## config.mk

```make
export PLATFORM = sky130hd
export DESIGN_NAME = punc_conv_enc
export DESIGN_NICKNAME = d
export VERILOG_FILES = /design/src/rtl/pce_pkg.sv /design/src/rtl/pce_conv_core.sv /design/src/rtl/pce_puncture.sv /design/src/rtl/pce_serializer.sv /design/src/rtl/punc_conv_enc.sv
export SDC_FILE = /design/constraint.sdc
export NUM_CORES = 1
export LEC_CHECK = 0
export ABC_AREA = 0
export BUFFER_PORTS_ARGS = -buffer_cell sky130_fd_sc_hd__buf_2
export CORE_MARGIN = 4
export CORE_UTILIZATION = 56
export CTS_CLUSTER_DIAMETER = 30
export CTS_CLUSTER_SIZE = 28
export DETAILED_ROUTE_END_ITERATION = 6
export PLACE_DENSITY = 0.88
export SYNTH_ARGS = -nofsm -noshare
export SYNTH_HDL_FRONTEND = slang
export SYNTH_SLANG_ARGS = --single-unit
```

## constraint.sdc

```tcl
create_clock -name clk -period 1.9 [get_ports clk]
set_input_delay 0.285 -clock clk [delete_from_list [all_inputs] [get_ports clk]]
set_output_delay 0.285 -clock clk [all_outputs]
set_load 0.01 [all_outputs]
```

## src/rtl/pce_pkg.sv

```systemverilog
package pce_pkg;
  localparam int unsigned CONSTR_LEN = 7;
  localparam logic [CONSTR_LEN-1:0] POLY_A = 7'o133;
  localparam logic [CONSTR_LEN-1:0] POLY_B = 7'o171;
  localparam logic [1:0] RATE_1_2 = 2'd0;
  localparam logic [1:0] RATE_2_3 = 2'd1;
  localparam logic [1:0] RATE_3_4 = 2'd2;
endpackage

```

## src/rtl/pce_conv_core.sv

```systemverilog
module pce_conv_core #(
  parameter int unsigned K = 7,
  parameter logic [K-1:0] GEN_A = 7'o133,
  parameter logic [K-1:0] GEN_B = 7'o171
) (
  input  logic clk,
  input  logic rst_n,
  input  logic clear,
  input  logic load,
  input  logic din,
  output logic code_a,
  output logic code_b
);
  localparam int unsigned HW = K - 1;
  localparam logic [2*K-1:0] GENS = {GEN_B, GEN_A};

  logic [HW-1:0] hist_q, hist_d;
  logic          hist_en;
  logic [1:0]    code;
  logic [K-1:0]  window;

  assign window = {din, hist_q};

  for (genvar g = 0; g < 2; g++) begin : g_gen
    assign code[g] = ^(window & GENS[g*K +: K]);
  end
  assign code_a = code[0];
  assign code_b = code[1];

  always_comb begin
    hist_en = clear | load;
    hist_d  = hist_q;
    if (clear)     hist_d = '0;
    else if (load) hist_d = {din, hist_q[HW-1:1]};
  end

  always_ff @(posedge clk or negedge rst_n) begin
    if (!rst_n)       hist_q <= '0;
    else if (hist_en) hist_q <= hist_d;
  end

  p_clear_zero_r7: assert property (@(posedge clk) disable iff (!rst_n)
    clear |=> (hist_q == '0));
  p_shift_newest_r1: assert property (@(posedge clk) disable iff (!rst_n)
    (load && !clear) |=> (hist_q[HW-1] == $past(din)));
endmodule

```

## src/rtl/pce_puncture.sv

```systemverilog
module pce_puncture (
  input  logic       clk,
  input  logic       rst_n,
  input  logic       restart,
  input  logic [1:0] rate_in,
  input  logic       advance,
  output logic       keep_a,
  output logic       keep_b
);
  import pce_pkg::*;

  logic [1:0] rate_q, rate_d;
  logic [1:0] phase_q, phase_d;
  logic [1:0] phase_last;
  logic       phase_en;

  always_comb begin
    case (rate_q)
      RATE_2_3: phase_last = 2'd1;
      RATE_3_4: phase_last = 2'd2;
      default:  phase_last = 2'd0;
    endcase
  end

  assign keep_a = !((rate_q == RATE_3_4) && (phase_q == 2'd2));
  assign keep_b = !(((rate_q == RATE_2_3) || (rate_q == RATE_3_4)) && (phase_q == 2'd1));

  always_comb begin
    phase_en = restart | advance;
    rate_d   = restart ? rate_in : rate_q;
    phase_d  = phase_q;
    if (restart)                    phase_d = 2'd0;
    else if (phase_q == phase_last) phase_d = 2'd0;
    else                            phase_d = phase_q + 2'd1;
  end

  always_ff @(posedge clk or negedge rst_n) begin
    if (!rst_n) begin
      rate_q  <= RATE_1_2;
      phase_q <= 2'd0;
    end else begin
      if (restart)  rate_q  <= rate_d;
      if (phase_en) phase_q <= phase_d;
    end
  end

  p_phase_in_range_r5: assert property (@(posedge clk) disable iff (!rst_n)
    phase_q <= 2'd2);
  p_rate_hold_r6: assert property (@(posedge clk) disable iff (!rst_n)
    !restart |=> $stable(rate_q));
  p_restart_phase_r7: assert property (@(posedge clk) disable iff (!rst_n)
    restart |=> (phase_q == 2'd0));
endmodule

```

## src/rtl/pce_serializer.sv

```systemverilog
module pce_serializer (
  input  logic clk,
  input  logic rst_n,
  input  logic load,
  input  logic a_in,
  input  logic b_in,
  input  logic keep_a_in,
  input  logic keep_b_in,
  input  logic out_ready,
  output logic full,
  output logic out_valid,
  output logic out_bit
);
  logic a_q, b_q, ka_q, kb_q, full_q;
  logic ka_d, kb_d, full_d;
  logic fire, pair_en, flag_en;

  assign fire      = full_q & out_ready;
  assign full      = full_q;
  assign out_valid = full_q;
  assign out_bit   = ka_q ? a_q : b_q;

  always_comb begin
    pair_en = load & ~full_q;
    flag_en = pair_en | fire;
    ka_d = ka_q;
    kb_d = kb_q;
    full_d = full_q;
    if (pair_en) begin
      ka_d = keep_a_in;
      kb_d = keep_b_in;
      full_d = keep_a_in | keep_b_in;
    end else if (fire) begin
      if (ka_q) begin
        ka_d = 1'b0;
        full_d = kb_q;
      end else begin
        kb_d = 1'b0;
        full_d = 1'b0;
      end
    end
  end

  always_ff @(posedge clk or negedge rst_n) begin
    if (!rst_n) begin
      a_q <= 1'b0;
      b_q <= 1'b0;
      ka_q <= 1'b0;
      kb_q <= 1'b0;
      full_q <= 1'b0;
    end else begin
      if (pair_en) begin
        a_q <= a_in;
        b_q <= b_in;
      end
      if (flag_en) begin
        ka_q <= ka_d;
        kb_q <= kb_d;
        full_q <= full_d;
      end
    end
  end

  p_hold_bit_r9: assert property (@(posedge clk) disable iff (!rst_n)
    (out_valid && !out_ready) |=> (out_valid && $stable(out_bit)));
  p_pending_flag_r2: assert property (@(posedge clk) disable iff (!rst_n)
    full_q |-> (ka_q || kb_q));
  p_no_load_when_full_r9: assert property (@(posedge clk) disable iff (!rst_n)
    (full_q && !out_ready) |=> $stable(a_q) && $stable(b_q));
endmodule

```

## src/rtl/punc_conv_enc.sv

```systemverilog
module punc_conv_enc #(
  parameter int unsigned K = pce_pkg::CONSTR_LEN,
  parameter logic [K-1:0] GEN_A = pce_pkg::POLY_A,
  parameter logic [K-1:0] GEN_B = pce_pkg::POLY_B
) (
  input  logic       clk,
  input  logic       rst_n,
  input  logic [1:0] rate_sel,
  input  logic       frame_start,
  input  logic       frame_end,
  input  logic       in_valid,
  input  logic       in_bit,
  output logic       in_ready,
  output logic       out_valid,
  output logic       out_bit,
  input  logic       out_ready
);
  localparam int unsigned TAIL_LEN = K - 1;
  localparam int unsigned TW = $clog2(TAIL_LEN + 1);
  localparam logic [TW-1:0] TAIL_INIT = TW'(TAIL_LEN);

  logic [TW-1:0] tail_q, tail_d;
  logic tail_en, tail_busy;
  logic full, idle, start_acc, end_acc;
  logic data_load, tail_load, load, din;
  logic code_a, code_b, keep_a, keep_b;

  assign tail_busy = (tail_q != '0);
  assign idle      = ~full & ~tail_busy;
  assign start_acc = frame_start & idle;
  assign end_acc   = frame_end & ~tail_busy & ~start_acc;
  assign in_ready  = ~full & ~tail_busy & ~frame_start & ~frame_end;
  assign data_load = in_valid & in_ready;
  assign tail_load = tail_busy & ~full;
  assign load      = data_load | tail_load;
  assign din       = data_load & in_bit;

  always_comb begin
    tail_en = end_acc | tail_load;
    tail_d  = tail_q;
    if (end_acc)        tail_d = TAIL_INIT;
    else if (tail_load) tail_d = tail_q - TW'(1);
  end

  always_ff @(posedge clk or negedge rst_n) begin
    if (!rst_n)       tail_q <= '0;
    else if (tail_en) tail_q <= tail_d;
  end

  pce_conv_core #(.K(K), .GEN_A(GEN_A), .GEN_B(GEN_B)) i_core (
    .clk(clk), .rst_n(rst_n), .clear(start_acc), .load(load),
    .din(din), .code_a(code_a), .code_b(code_b));

  pce_puncture i_punc (
    .clk(clk), .rst_n(rst_n), .restart(start_acc), .rate_in(rate_sel),
    .advance(load), .keep_a(keep_a), .keep_b(keep_b));

  pce_serializer i_ser (
    .clk(clk), .rst_n(rst_n), .load(load), .a_in(code_a), .b_in(code_b),
    .keep_a_in(keep_a), .keep_b_in(keep_b), .out_ready(out_ready),
    .full(full), .out_valid(out_valid), .out_bit(out_bit));

  p_tail_blocks_input_r8: assert property (@(posedge clk) disable iff (!rst_n)
    tail_busy |-> !in_ready);
  p_tail_zero_r8: assert property (@(posedge clk) disable iff (!rst_n)
    tail_load |-> !din);
  p_busy_blocks_input_r9: assert property (@(posedge clk) disable iff (!rst_n)
    out_valid |-> !in_ready);
  p_tail_count_r8: assert property (@(posedge clk) disable iff (!rst_n)
    end_acc |=> (tail_q == TAIL_INIT));
endmodule

```

# [Word level (Yosys, flattened, before mapping)]
# Index checks and enable logic that the tools add are counted.
[word_totals] wordCells=65 regBits=18
[classes] mux=14 addsub=2 n_eq_ne=5 n_reduce_logical=14 bitwise=21
[ops] cell="XOR reduction 7 bit" count=2
[ops] cell="two-way mux 6 bit" count=2
[ops] cell="bitwise AND 1 bit" count=11
[ops] cell="two-way mux 1 bit" count=7
[ops] cell="two-way mux 3 bit" count=2
[ops] cell="AND reduction 2 bit" count=3
[ops] cell="nonzero test 2 bit" count=3
[ops] cell="NOT 1 bit" count=5
[ops] cell="bitwise OR 1 bit" count=5
[ops] cell="equality test 2 x 1 -> 1 bit (second input constant)" count=2
[ops] cell="equality test 2 bit (second input constant)" count=2
[ops] cell="two-way mux 2 bit" count=2
[ops] cell="case mux 2 bit (2 select lines)" count=1
[ops] cell="nonzero test 3 bit" count=1
[ops] cell="subtractor 3 x 1 -> 3 bit (second input constant)" count=1
[ops] cell="adder 2 x 1 -> 2 bit (second input constant)" count=1
[ops] cell="equality test 2 bit" count=1
[ops] cell="logical AND 1 bit" count=2
[ops] cell="logical NOT 1 bit" count=2
[ops] cell="logical OR 1 bit" count=1

# [Logic depth before layout (Yosys ltp)]
[logic_depth] ltp_word=10 mapped_depth=8

# [By module]
# From an unflattened synthesis, not the netlist that was laid out.
[hier_totals] hier_cells=100 area_unflattened_um2=1093.5
[modules_own_cells] mod="pce_conv_core" instances=1 cells_per_inst=23 area_each_um2=310.3
[modules_own_cells] mod="pce_puncture" instances=1 cells_per_inst=29 area_each_um2=272.8
[modules_own_cells] mod="punc_conv_enc" instances=1 cells_per_inst=28 area_each_um2=269.0
[modules_own_cells] mod="pce_serializer" instances=1 cells_per_inst=20 area_each_um2=241.5

# [Worst setup path after synthesis]
# Ideal clock, no wire load.
[synth_timing] path_type="register -> register" from="register tail_q[0]" to="register i_core.hist_q[4]" path_buffers=2 setup_slack_ns=0.383 period_less_slack_ns=1.517 t_arrival_ns=1.396 required_ns=1.780 stages_incl_launch_ff=9 cell_sequence="dfrtp_1 inv_1 ha_1 nand2b_4 o21bai_1 buf_6 buf_12 mux2i_1 nor2_1"
[synth_via] elab_chain_len=9 word_cells_on_any_way=13
[synth_rtl] element="start: declaration" line="punc_conv_enc.sv:22" source="logic [TW-1:0] tail_q, tail_d;"
[synth_rtl] element="start signal: assignment" line="punc_conv_enc.sv:47" source="else if (tail_en) tail_q <= tail_d;"
[synth_rtl] element="nonzero test 3 bit *" line="punc_conv_enc.sv:28" source="assign tail_busy = (tail_q != '0);"
[synth_rtl] element="NOT 1 bit" line="punc_conv_enc.sv:29, punc_conv_enc.sv:32"
[synth_rtl] element="bitwise AND 1 bit" line="punc_conv_enc.sv:29, punc_conv_enc.sv:32"
[synth_rtl] element="bitwise AND 1 bit (2 in a row)" line="punc_conv_enc.sv:32" source="assign in_ready = ~full & ~tail_busy & ~frame_start & ~frame_end;"
[synth_rtl] element="bitwise AND 1 bit" line="punc_conv_enc.sv:33" source="assign data_load = in_valid & in_ready;"
[synth_rtl] element="bitwise OR 1 bit" line="punc_conv_enc.sv:35" source="assign load = data_load | tail_load;"
[synth_rtl] element="nonzero test 2 bit (no line) or bitwise OR 1 bit (tied branches)"
[synth_rtl] element="AND reduction 2 bit (no line)"
[synth_rtl] element="end signal: assignment" line="pce_conv_core.sv:39" source="else if (hist_en) hist_q <= hist_d;"
[synth_rtl] element="end: declaration" line="pce_conv_core.sv:17" source="logic [HW-1:0] hist_q, hist_d;"
# Mark *: on every way between the ends. The rest lies on a longest branch, timed or not.
# A chain may end at the register's enable or synchronous reset.

# [Worst setup path in the final report]
[layout_timing] from="register tail_q[0]" to="output in_ready"
[layout_via] elab_chain_len=5
[layout_rtl] element="nonzero test 3 bit" line="punc_conv_enc.sv:28"
[layout_rtl] element="NOT 1 bit" line="punc_conv_enc.sv:32"
[layout_rtl] element="bitwise AND 1 bit (3 in a row)" line="punc_conv_enc.sv:32"
[layout_rtl] element="end: declaration" line="punc_conv_enc.sv:13" source="output logic in_ready,"
# No other way between the ends.

==> results.sh <==
export IMPL_fin_skew_ns=0.001614
export IMPL_p_sw_uw=657.8
export IMPL_cp_start_kind="register"
export IMPL_finalHoldViolations=0
export IMPL_power_density_mw_per_mm2=1394
export IMPL_seq_area_sq_um=450.4
export IMPL_ys_ff_latch=18
export IMPL_pin_count=12
export IMPL_crit_type="register to primary output"
export IMPL_final_layout_size_suffix_gt1_share_pct=20.34
export IMPL_slowest_stage="dfrtp_1"
export IMPL_max_freq_mhz=560.8
export IMPL_fp_row_count=15
export IMPL_min_period_ns=1.783
export IMPL_antennaDiodeCount=0
export IMPL_netlist_instances=105
export IMPL_cts_tree="built"
export IMPL_netlist_top_cells_area="dfrtp_1 (42%), ha_1 (7.1%), mux2i_1 (5.6%)"
export IMPL_hpwl_mm=1.422
export IMPL_die_area_sq_mm=0.002661
export IMPL_ys_flop_type="dfrtp_1"
export IMPL_worst_pin_slew_ns=0.4028
export IMPL_nNetsFinal=135
export IMPL_cp_top_family="flip-flops"
export IMPL_die_width_microns=51.58
export IMPL_pwr_share_comb_pct=47.9
export IMPL_finalSetupTns_ns=0
export IMPL_first_pass_iters=4
export IMPL_cts_made_buffers=3
export IMPL_final_util_pct=65.82
export IMPL_slowest_delay_ns=0.41
export IMPL_cts_path_max_buffers=2
export IMPL_timing_hold_ws_ns=0.2007
export IMPL_swShare_pct=40.64
export IMPL_synth_area_sq_mm=0.001064
export IMPL_p_clk_share_pct=11.7
export IMPL_cp_required_ns=1.62
export IMPL_wl_per_cell_microns=13.14
export IMPL_core_area_sq_mm=0.001764
export IMPL_p_int_uw=960.6
export IMPL_synth_fp_nets=120
export IMPL_finalNonFillerCells=143
export IMPL_grt_overflow=0
export IMPL_via_per_inst=5.308
export IMPL_path_clk_slew_ns=0.10
export IMPL_crit_chain="inv_1 -> ha_2 -> nor2b_2 -> and2_1 -> buf_2"
export IMPL_crit_buf_inv=2
export IMPL_ys_seq_area_share_pct=42.35
export IMPL_seqPwrFrac_pct=40.4
export IMPL_postSynthAreaPerCell_sq_um=10.13
export IMPL_start_util_pct=60.28
export IMPL_yosysWarnings=0
export IMPL_synth_top_area_share_pct=42.35
export IMPL_numPortBuffers=11
export IMPL_cts_root_buffer="clkbuf_4"
export IMPL_track_usage_pct=16.78
export IMPL_synth_edff_count=0
export IMPL_setup_viol=0
export IMPL_layout_common_cells="dfrtp_1 (18), buf_2 (11), nor2_1 (8), o21ai_0 (8), nand2_1 (8)"
export IMPL_placed_cells=139
export IMPL_fillerInstances=154
export IMPL_antenna_found_initial=0
export IMPL_synth_cell_types=34
export IMPL_syn_to_final_growth_pct=9.176
export IMPL_slew_headroom_pct=73.15
export IMPL_totalWireLength_mm=1.879
export IMPL_status="finished, final reports clean"
export IMPL_irDropWorstVdd_mv=0.9160
export IMPL_ant_nets=0
export IMPL_htreeDepth=1
export IMPL_p_leak_nw=0.5836
export IMPL_cts_sinks=18
export IMPL_async_flop_share_pct=100.0
export IMPL_drv_cap=0
export IMPL_grt_pass1_wl_mm=3.360
export IMPL_layout_commonest_cell="dfrtp_1"
export IMPL_rsz0062_at_grt="false"
export IMPL_drtIter0Drc=13
export IMPL_critPathArrivalTime_ns=1.50
export IMPL_die_h_microns=51.58
export IMPL_worstHoldPathType="input pin to register"
export IMPL_drc_errors=0
export IMPL_critPathMaxFanout=4
export IMPL_multiInputGateArea_sq_um=550.5
export IMPL_endpoint_kind="primary output"
export IMPL_first_global_vias=783
export IMPL_route_vias_total=759
export IMPL_clk_latency_ns=0.29
export IMPL_slew_violations=0
export IMPL_grt_max_degree=19
export IMPL_period_share_pct=93.84
export IMPL_place_congestion=0.7648
export IMPL_yosys_area_top_type="dfrtp_1"
through the flow:
stage | setup slack [ns] | area (sq um) | power (mW)
after floorplan | 0.3832 | 1064 | 1.305
after global placement | 0.3359 | 1124 | 1.380
after detailed placement | 0.2724 | 1124 | 1.424
after CTS | 0.04041 | 1156 | 1.615
after global routing | 0.01338 | 1161 | 1.757
final | 0.1170 | 1161 | 1.618
worst paths after layout:
kind | cells after the start | slack, ns | end | start
worst max register to register | 7 | 0.28 | i_ser.ka_q | tail_q[0]
min in group asynchronous | 2 | 0.45 | i_punc.phase_q[1] | rst_n
max in group asynchronous | 2 | 1.17 | i_core.hist_q[3] | rst_n
worst max-delay path | 5 | 0.12 | in_ready | tail_q[0]
worst min register to register | 2 | 0.50 | i_ser.a_q | i_ser.a_q
worst min-delay path | 3 | 0.20 | i_punc.rate_q[1] | rate_sel[1]
state kept, by name (all words and copies together) (netlist names):
register / flops
i_ser.full: 1
i_ser.a_q: 1
i_ser.b_q: 1
i_core.hist_q: 6
i_ser.ka_q: 1
i_ser.kb_q: 1
i_punc.rate_q: 2
i_punc.phase_q: 2
tail_q: 3
cell type report:
type                            instances  share of cell area (%)
Tap cell                               25                   2.694
Timing Repair Buffer                   14                   6.897
Sequential cell                        18                   38.79
Inverter                                7                   2.263
Clock buffer                            3                   1.940
Multi-Input combinational cell         76                   47.41
synth_stat cells (all sizes together), types with 2 or more instances:
cell type  count
a21oi          2
xor2           4
buf            4
o21ai         10
ha             6
dfrtp         18
mux2i          6
and2           2
nand3          2
nor3           5
o211ai         2
nand2          8
nor2b          3
a21o           2
inv            7
nor2           8
nor3b          2
xnor2          2
cells by family after synthesis:
group                    Yosys count  share of synthesized area, %
AO/OA/AOI/OAI                     21                         12.47
XOR/XNOR                           7                         7.176
multiplexers                       7                         6.706
buffers and inverters             11                         6.353
adder cells (fa/ha/maj)            6                         7.059
AND/OR/NAND/NOR                   35                         17.88
flip-flops                        18                         42.35
worst register-to-register path: stages, from the launching register on:
cell and delay, ns:
dfrtp_1 0.41, inv_1 0.12, ha_2 0.24, nand2b_4 0.09
o21bai_1 0.14, buf_4 0.24, a21oi_1 0.07, a31o_2 0.22
layer usage:
| layer | vias to the layer above | share of wire [%] | track usage (%) |
|---|---|---|---|
| met4 | 0 | 1.3 | 6.114 |
| met5 | - | 0 | 0 |
| met1 | 359 | 47 | 22.12 |
| li1 | 386 | - | - |
| met2 | 10 | 49 | 27.54 |
| met3 | 4 | 2.9 | 2.865 |
repair_timing:
item	in CTS	in global routing
hold endpoints to repair	18	0
hold buffers	1	0
buffers inserted	0	0
gates resized for setup	0	2
endpoints found under the setup margin	0	1
power by group through the flow:
stage               Sequential [mW]  Combinational [mW]  Clock [mW]
finish                        0.654               0.775       0.189
global route                  0.677               0.869       0.210
CTS                           0.650               0.773       0.192
detailed placement            0.660               0.764           0
global placement              0.647               0.733           0
floorplan                     0.612               0.693           0
Note: power is estimated with default switching activity, not from simulation.
